[src/rtl/gse_pkg.sv]
package gse_pkg;

  // Strobes passed from the pipeline control to the datapath.
  typedef struct packed {
    logic cap1;   // load stage 1 (rounded points and final mark)
    logic cap2;   // load stage 2 (packed words and steep flag)
  } gseStrobe_t;

endpackage

[src/rtl/gse_round.sv]
// Round-to-nearest reduction of an IN_W-bit value to LUT_W bits:
// q = floor((v*(2^LUT_W-1) + 2^(IN_W-1)-1) / (2^IN_W-1)).
// The division by 2^IN_W-1 is replaced by an add of the value shifted
// down by IN_W plus one, followed by a shift, which is exact for this range.
module gse_round #(
  parameter int IN_W  = 16,
  parameter int LUT_W = 10
) (
  input  logic [IN_W-1:0]  value,
  output logic [LUT_W-1:0] rounded
);
  localparam int PW   = IN_W + LUT_W + 1;
  localparam int QMAX = (1 << LUT_W) - 1;
  localparam int HALF = (1 << (IN_W - 1)) - 1;

  logic [PW-1:0] scaled;
  logic [PW-1:0] corrected;

  always_comb begin
    scaled    = PW'(value) * PW'(QMAX) + PW'(HALF);
    corrected = scaled + (scaled >> IN_W) + PW'(1);
    rounded   = LUT_W'(corrected >> IN_W);
  end
endmodule

[src/rtl/gse_slope.sv]
// Clamped rise between two rounded points, normalised into a small float.
module gse_slope #(
  parameter int LUT_W  = 10,
  parameter int MANT_W = 4,
  parameter int EXP_W  = 2
) (
  input  logic [LUT_W-1:0]  curVal,
  input  logic [LUT_W-1:0]  nxtVal,
  input  logic              isFinal,
  output logic [EXP_W-1:0]  expo,
  output logic [MANT_W-1:0] mant,
  output logic              steep
);
  localparam int STEPS    = (1 << EXP_W) - 1;
  localparam int DW       = MANT_W + STEPS;
  localparam int DMAX     = (1 << DW) - 1;
  localparam int MANT_MAX = (1 << MANT_W) - 1;

  logic [LUT_W:0]  diff;
  logic            falling;
  logic            tooBig;
  logic [DW-1:0]   clamped;

  always_comb begin
    diff    = {1'b0, nxtVal} - {1'b0, curVal};
    falling = diff[LUT_W];
    tooBig  = !falling && (diff[LUT_W-1:0] > LUT_W'(DMAX));
    if (falling)     clamped = '0;
    else if (tooBig) clamped = DW'(DMAX);
    else             clamped = diff[DW-1:0];
    steep = isFinal && tooBig;
  end

  // One unrolled stage per possible exponent decrement.
  logic [DW-1:0]    mStage [STEPS+1];
  logic [EXP_W-1:0] eStage [STEPS+1];

  assign mStage[0] = clamped;
  assign eStage[0] = EXP_W'(STEPS);

  for (genvar g = 0; g < STEPS; g++) begin : g_norm
    logic wide;
    assign wide          = mStage[g] > DW'(MANT_MAX);
    assign mStage[g + 1] = wide ? (mStage[g] >> 1) : mStage[g];
    assign eStage[g + 1] = wide ? (eStage[g] - EXP_W'(1)) : eStage[g];
  end

  assign mant = MANT_W'(mStage[STEPS]);
  assign expo = eStage[STEPS];
endmodule

[src/rtl/gse_ctrl.sv]
// Two-stage pipeline control with a global advance.
module gse_ctrl
  import gse_pkg::*;
(
  input  logic       clk,
  input  logic       rst_n,
  input  logic       inValid,
  input  logic       outReady,
  output logic       inReady,
  output logic       outValid,
  output gseStrobe_t strobe
);
  logic s1Valid;
  logic s2Valid;
  logic advance;

  assign advance = !s2Valid || outReady;

  always_ff @(posedge clk or negedge rst_n) begin
    if (!rst_n) begin
      s1Valid <= 1'b0;
      s2Valid <= 1'b0;
    end else if (advance) begin
      s1Valid <= inValid;
      s2Valid <= s1Valid;
    end
  end

  assign inReady     = advance;
  assign outValid    = s2Valid;
  assign strobe.cap1 = advance && inValid;
  assign strobe.cap2 = advance && s1Valid;
endmodule

[src/rtl/gse_datapath.sv]
// Rounding (stage 1), slope normalisation and packing (stage 2).
module gse_datapath
  import gse_pkg::*;
#(
  parameter int IN_W   = 16,
  parameter int LUT_W  = 10,
  parameter int MANT_W = 4,
  parameter int EXP_W  = 2,
  parameter int NUM_CH = 3,
  parameter int WORD_W = 32
) (
  input  logic                     clk,
  input  logic                     rst_n,
  input  gseStrobe_t               strobe,
  input  logic [NUM_CH*IN_W-1:0]   curVec,
  input  logic [NUM_CH*IN_W-1:0]   nxtVec,
  input  logic                     isFinal,
  output logic [WORD_W-1:0]        evenWord,
  output logic [WORD_W-1:0]        oddWord,
  output logic                     steep
);
  localparam int LANE_W  = 8;
  localparam int LANES_W = NUM_CH * LANE_W;

  logic                finalQ;
  logic [LANES_W-1:0]  evenLanes;
  logic [LANES_W-1:0]  oddLanes;
  logic [NUM_CH-1:0]   steepVec;

  always_ff @(posedge clk or negedge rst_n) begin
    if (!rst_n)           finalQ <= 1'b0;
    else if (strobe.cap1) finalQ <= isFinal;
  end

  for (genvar c = 0; c < NUM_CH; c++) begin : g_chan
    logic [LUT_W-1:0]  curRound;
    logic [LUT_W-1:0]  nxtRound;
    logic [LUT_W-1:0]  curQ;
    logic [LUT_W-1:0]  nxtQ;
    logic [EXP_W-1:0]  expo;
    logic [MANT_W-1:0] mant;

    gse_round #(.IN_W(IN_W), .LUT_W(LUT_W)) u_roundCur (
      .value  (curVec[c*IN_W +: IN_W]),
      .rounded(curRound)
    );

    gse_round #(.IN_W(IN_W), .LUT_W(LUT_W)) u_roundNxt (
      .value  (nxtVec[c*IN_W +: IN_W]),
      .rounded(nxtRound)
    );

    always_ff @(posedge clk or negedge rst_n) begin
      if (!rst_n) begin
        curQ <= '0;
        nxtQ <= '0;
      end else if (strobe.cap1) begin
        curQ <= curRound;
        nxtQ <= nxtRound;
      end
    end

    gse_slope #(.LUT_W(LUT_W), .MANT_W(MANT_W), .EXP_W(EXP_W)) u_slope (
      .curVal (curQ),
      .nxtVal (nxtQ),
      .isFinal(finalQ),
      .expo   (expo),
      .mant   (mant),
      .steep  (steepVec[c])
    );

    assign evenLanes[c*LANE_W +: LANE_W] = curQ[LANE_W-1:0];
    assign oddLanes[c*LANE_W +: LANE_W]  = {expo, mant, curQ[LUT_W-1:LANE_W]};
  end

  always_ff @(posedge clk or negedge rst_n) begin
    if (!rst_n) begin
      evenWord <= '0;
      oddWord  <= '0;
      steep    <= 1'b0;
    end else if (strobe.cap2) begin
      evenWord <= WORD_W'(evenLanes);
      oddWord  <= WORD_W'(oddLanes);
      steep    <= |steepVec;
    end
  end
endmodule

[src/rtl/gse_slope_encoder.sv]
// Thin top: handshake control plus encoding datapath.
module gse_slope_encoder
  import gse_pkg::*;
#(
  parameter int IN_W   = 16,
  parameter int LUT_W  = 10,
  parameter int MANT_W = 4,
  parameter int EXP_W  = 2,
  parameter int WORD_W = 32
) (
  input  logic              clk,
  input  logic              rst_n,
  input  logic              inValid,
  output logic              inReady,
  input  logic              inFinal,
  input  logic [IN_W-1:0]   inCurR,
  input  logic [IN_W-1:0]   inCurG,
  input  logic [IN_W-1:0]   inCurB,
  input  logic [IN_W-1:0]   inNextR,
  input  logic [IN_W-1:0]   inNextG,
  input  logic [IN_W-1:0]   inNextB,
  output logic              outValid,
  input  logic              outReady,
  output logic [WORD_W-1:0] outEvenWord,
  output logic [WORD_W-1:0] outOddWord,
  output logic              outSteep
);
  localparam int NUM_CH = 3;

  gseStrobe_t strobe;

  gse_ctrl u_ctrl (
    .clk     (clk),
    .rst_n   (rst_n),
    .inValid (inValid),
    .outReady(outReady),
    .inReady (inReady),
    .outValid(outValid),
    .strobe  (strobe)
  );

  // Lane 0 is blue, lane 2 is red.
  gse_datapath #(
    .IN_W  (IN_W),
    .LUT_W (LUT_W),
    .MANT_W(MANT_W),
    .EXP_W (EXP_W),
    .NUM_CH(NUM_CH),
    .WORD_W(WORD_W)
  ) u_datapath (
    .clk     (clk),
    .rst_n   (rst_n),
    .strobe  (strobe),
    .curVec  ({inCurR, inCurG, inCurB}),
    .nxtVec  ({inNextR, inNextG, inNextB}),
    .isFinal (inFinal),
    .evenWord(outEvenWord),
    .oddWord (outOddWord),
    .steep   (outSteep)
  );
endmodule

[config.mk]
export PLATFORM = sky130hd
export DESIGN_NAME = gse_slope_encoder
export DESIGN_NICKNAME = d
export VERILOG_FILES = /design/src/rtl/gse_pkg.sv /design/src/rtl/gse_round.sv /design/src/rtl/gse_slope.sv /design/src/rtl/gse_ctrl.sv /design/src/rtl/gse_datapath.sv /design/src/rtl/gse_slope_encoder.sv
export SDC_FILE = /design/constraint.sdc
export NUM_CORES = 2
export LEC_CHECK = 0
export BUFFER_PORTS_ARGS = -buffer_cell sky130_fd_sc_hd__buf_2
export CELL_PAD_IN_SITES_DETAIL_PLACEMENT = 0
export CELL_PAD_IN_SITES_GLOBAL_PLACEMENT = 1
export CORE_ASPECT_RATIO = 0.5
export CORE_MARGIN = 4
export CORE_UTILIZATION = 40
export DETAILED_ROUTE_END_ITERATION = 7
export PLACE_DENSITY = 0.77
export SYNTH_ARGS = -nofsm -noshare
export SYNTH_HDL_FRONTEND = slang
export SYNTH_SLANG_ARGS = --single-unit
[constraint.sdc]
create_clock -name clk -period 8.4 [get_ports clk]
set_clock_uncertainty 0.15 [all_clocks]
set_input_delay 0 -clock clk [delete_from_list [all_inputs] [get_ports clk]]
set_output_delay 0 -clock clk [all_outputs]
set_load 0.03 [all_outputs]
==> results.py <==
metrics = {
    "setup_path": {
        "crit_buf_inv": 6,
        "reg2regPathDepth": 15,
        "cp_top_family": "adder cells",
        "critPathMaxStageDelay_ns": 0.61,
        "reg2reg_setup_slack_ns": 4.13,
        "critPathLaunchType": "input pin",
        "setup.worst_path.class": "input pin to flop",
        "cp.required_ns": 8.51,
        "cp_slowest_cell": "fa_1",
        "cp-end-kind": "flop",
        "cp-startpoint": "inCurG[0]",
        "crit_fanout": 7,
        "reg2reg_to": "u_datapath.oddWord[6]",
        "worstReg2RegStart": "u_datapath.g_chan[0].curQ[0]",
        "crit_top_cell": "inv_1",
        "cp.arrival_ns": 7.77,
    },
    "worst_hold_path": {
        "hold-path-cell-count": 3,
        "holdCritPathClass": "input pin to flop",
        "min_to": "u_datapath.g_chan[1].curQ[0]",
        "worstHoldStart": "inCurG[0]",
    },
    "global_routing": {
        "grt_pass1_wl_um": 136300,
        "grtUsageTotal": 0.1811,
        "grt_max_degree": 98,
        "antenna_found_initial": 0,
        "grt_pass1_vias": 26430,
        "grt-ovfl-total": 0,
    },
    "clocking": {
        "clk_latency_ns": 0.37,
        "cts.sinks": 112,
        "clkTransAtPathRegs_ns": 0.08,
        "htree_levels": 3,
        "cts_tree": "done",
        "clockBufferDepth": 2,
        "cts_root_buffer": "clkbuf_16",
        "cts-buffers-inserted": 9,
        "post_cts.repair.setup_buffers": 0,
        "cts_resized": 0,
        "postCtsHoldBufs": 2,
    },
    "status": {
        "status": "finished, final reports clean",
    },
    "die": {
        "rows": 75,
        "dieArea_um2": 90490,
        "die_h_um": 214.7,
        "num_io_pins": 168,
        "initial_core_util": 0.4057,
        "core_region_area_um2": 84270,
        "die_x_um": 421.4,
    },
    "sta": {
        "rsz0062_at_grt": "no",
        "setup_slack_ns": 0.7428,
        "maxSlewHeadroom": 0.2094,
        "finalHoldViolCount": 0,
        "fin_hold_ws_ns": 0.02797,
        "tns_ns": 0,
        "setup_viol": 0,
        "post-route-min-period_ns": 7.657,
        "slew_viol_final": 0,
        "tightest_slew_ns": 1.186,
        "period_share": 0.9116,
        "fmax_mhz": 130.6,
    },
    "synth": {
        "avgSynthCellArea_um2": 9.170,
        "synth_top_flop_cell": "dfrtp_1",
        "synthCells": 3728,
        "synth-seq-cells": 112,
        "async_flop_share": 1.000,
        "yosys_warnings": 0,
        "ys_seq_area_frac": 0.08199,
        "synth_cell_type_count": 98,
        "synth.area.top_cells": "fa_1 (34%), ha_1 (17%), inv_1 (9.6%)",
        "synth_edf_count": 0,
        "synth_top_area_frac": 0.3356,
        "syn_area_um2": 34190,
        "synth_top_area_cell": "fa_1",
    },
    "place": {
        "pre_cts_slack_ns": 0.3591,
        "place.gp.congestion": 0.9042,
        "place_area_um2": 36190,
        "dp_hpwl_um": 71370,
        "io_buffer_count": 151,
    },
    "detailed_routing": {
        "wirelength_um": 80080,
        "drt_iter0_drc": 1149,
        "num_vias": 25460,
        "firstDrtPassIters": 5,
        "wl_per_cell_um": 16.11,
        "ant_nets": 0,
        "drc_errors": 0,
        "viasPerCell": 5.120,
    },
    "final_layout": {
        "area_growth_pct": 6.800,
        "n_antenna_cell": 0,
        "final_layout_size_suffix_gt1_frac": 0.06483,
        "layout_commonest_cell": "inv_1",
        "final_area_um2": 36510,
        "layout.nets": 4999,
        "fillerInstances": 8279,
        "final_cell_mix": "inv_1 (871), fa_1 (573), ha_1 (474)",
    },
    "flow_run": {
        "max_cap_violations": 0,
    },
}
## worst max-delay path by stage
stage / endpoint / slack (ns) / depth (start not counted)
after floorplan: u_datapath.g_chan[0].nxtQ[7] / 0.98 / 28
after global placement: u_datapath.g_chan[0].curQ[9] / 0.53 / 29
after detailed placement: u_datapath.g_chan[0].curQ[9] / 0.36 / 29
after CTS: u_datapath.g_chan[0].curQ[9] / 0.75 / 29
after global routing: u_datapath.g_chan[2].nxtQ[9] / 0.14 / 28
final: u_datapath.g_chan[1].curQ[9] / 0.74 / 29
## sequential cells by signal (all words and copies together) (netlist names)
| register | flops |
|---|---|
| u_ctrl.outValid | 1 |
| u_datapath.steep | 1 |
| u_ctrl.s1Valid | 1 |
| u_datapath.evenWord | 24 |
| u_datapath.g_chan.curQ | 30 |
| u_datapath.finalQ | 1 |
| u_datapath.g_chan.nxtQ | 30 |
| u_datapath.oddWord | 24 |
## cell families (layout without fill, tap and decap cells)
group	Yosys count	in the layout	share of synthesized area
compound gates	737	737	0.1461
flops	112	112	0.08199
buf+inv	946	1059	0.1063
simple gates	670	670	0.1001
other cells	1	16	0.0001097
xor+xnor	190	190	0.04868
fa+ha+maj	1047	1047	0.5090
mux	25	25	0.007576
## worst register-to-register path: stages (launching register included)
cell and delay, ns:
dfrtp_1 0.44, ha_1 0.20, inv_1 0.05, fa_1 0.39, a21o_1 0.19, a21oi_1 0.22
o21bai_1 0.09, a21oi_1 0.28, o21ai_0 0.22, mux2i_1 0.24, a2bb2oi_1 0.60, nor3_1 0.18
or2_2 0.32, ha_1 0.31, xnor2_1 0.16, o21ai_0 0.09
## area by class of cell
cell class	instances	area (um2)	area share
multi-input combinational	2685	27820	0.7620
sequential	112	2803	0.07676
clock inverter	7	77.57	0.002125
clock buffer	9	225.2	0.006169
inverter	872	3274	0.08968
timing repair buffer	171	913.4	0.02502
tap	1116	1396	0.03825
## layer usage
layer | wire (um) | GRT usage | share of wire | up-vias
li1 | - | - | - | 12490
met1 | 38310 | 0.2603 | 0.48 | 12560
met2 | 38190 | 0.3033 | 0.48 | 343
met3 | 2033 | 0.01165 | 0.025 | 66
met4 | 1545 | 0.03695 | 0.019 | 0
met5 | 0 | 0 | 0 | -
## synthesized netlist by cell type, types with 8 or more instances
| master | n |
|---|---|
| nor2_1 | 98 |
| nand3b_1 | 11 |
| xnor2_1 | 139 |
| dfrtp_1 | 112 |
| o211ai_1 | 39 |
| or2_2 | 11 |
| mux2i_1 | 18 |
| a31oi_1 | 32 |
| inv_1 | 871 |
| nor4_1 | 13 |
| nand2b_1 | 17 |
| clkbuf_1 | 50 |
| nand4_1 | 36 |
| a21oi_1 | 132 |
| or4_1 | 8 |
| fa_1 | 573 |
| o21ai_0 | 194 |
| o21ai_1 | 8 |
| a21o_1 | 57 |
| buf_4 | 16 |
| nand3_1 | 67 |
| and4_1 | 12 |
| nor2b_1 | 20 |
| and3_1 | 21 |
| o21a_1 | 33 |
| a211o_1 | 12 |
| a2111oi_0 | 8 |
| o2111ai_1 | 13 |
| xor2_1 | 51 |
| nor3_1 | 56 |
| and2_1 | 29 |
| a221o_1 | 12 |
| ha_1 | 474 |
| or3_1 | 21 |
| nor3b_1 | 8 |
| nand2_1 | 217 |
| o21bai_1 | 23 |
| o31ai_1 | 19 |
| a211oi_1 | 39 |
## through the flow
step	instances	utilization
after global placement	4954	0.4294
after floorplan	3743	-
after global routing	4972	0.4333
final	4972	0.4333
after CTS	4972	0.4333
after detailed placement	4954	0.4294
Power is left out: the tool's default activity adds up to more than one toggle a clock period on the data nets, which glitch-free logic cannot reach.
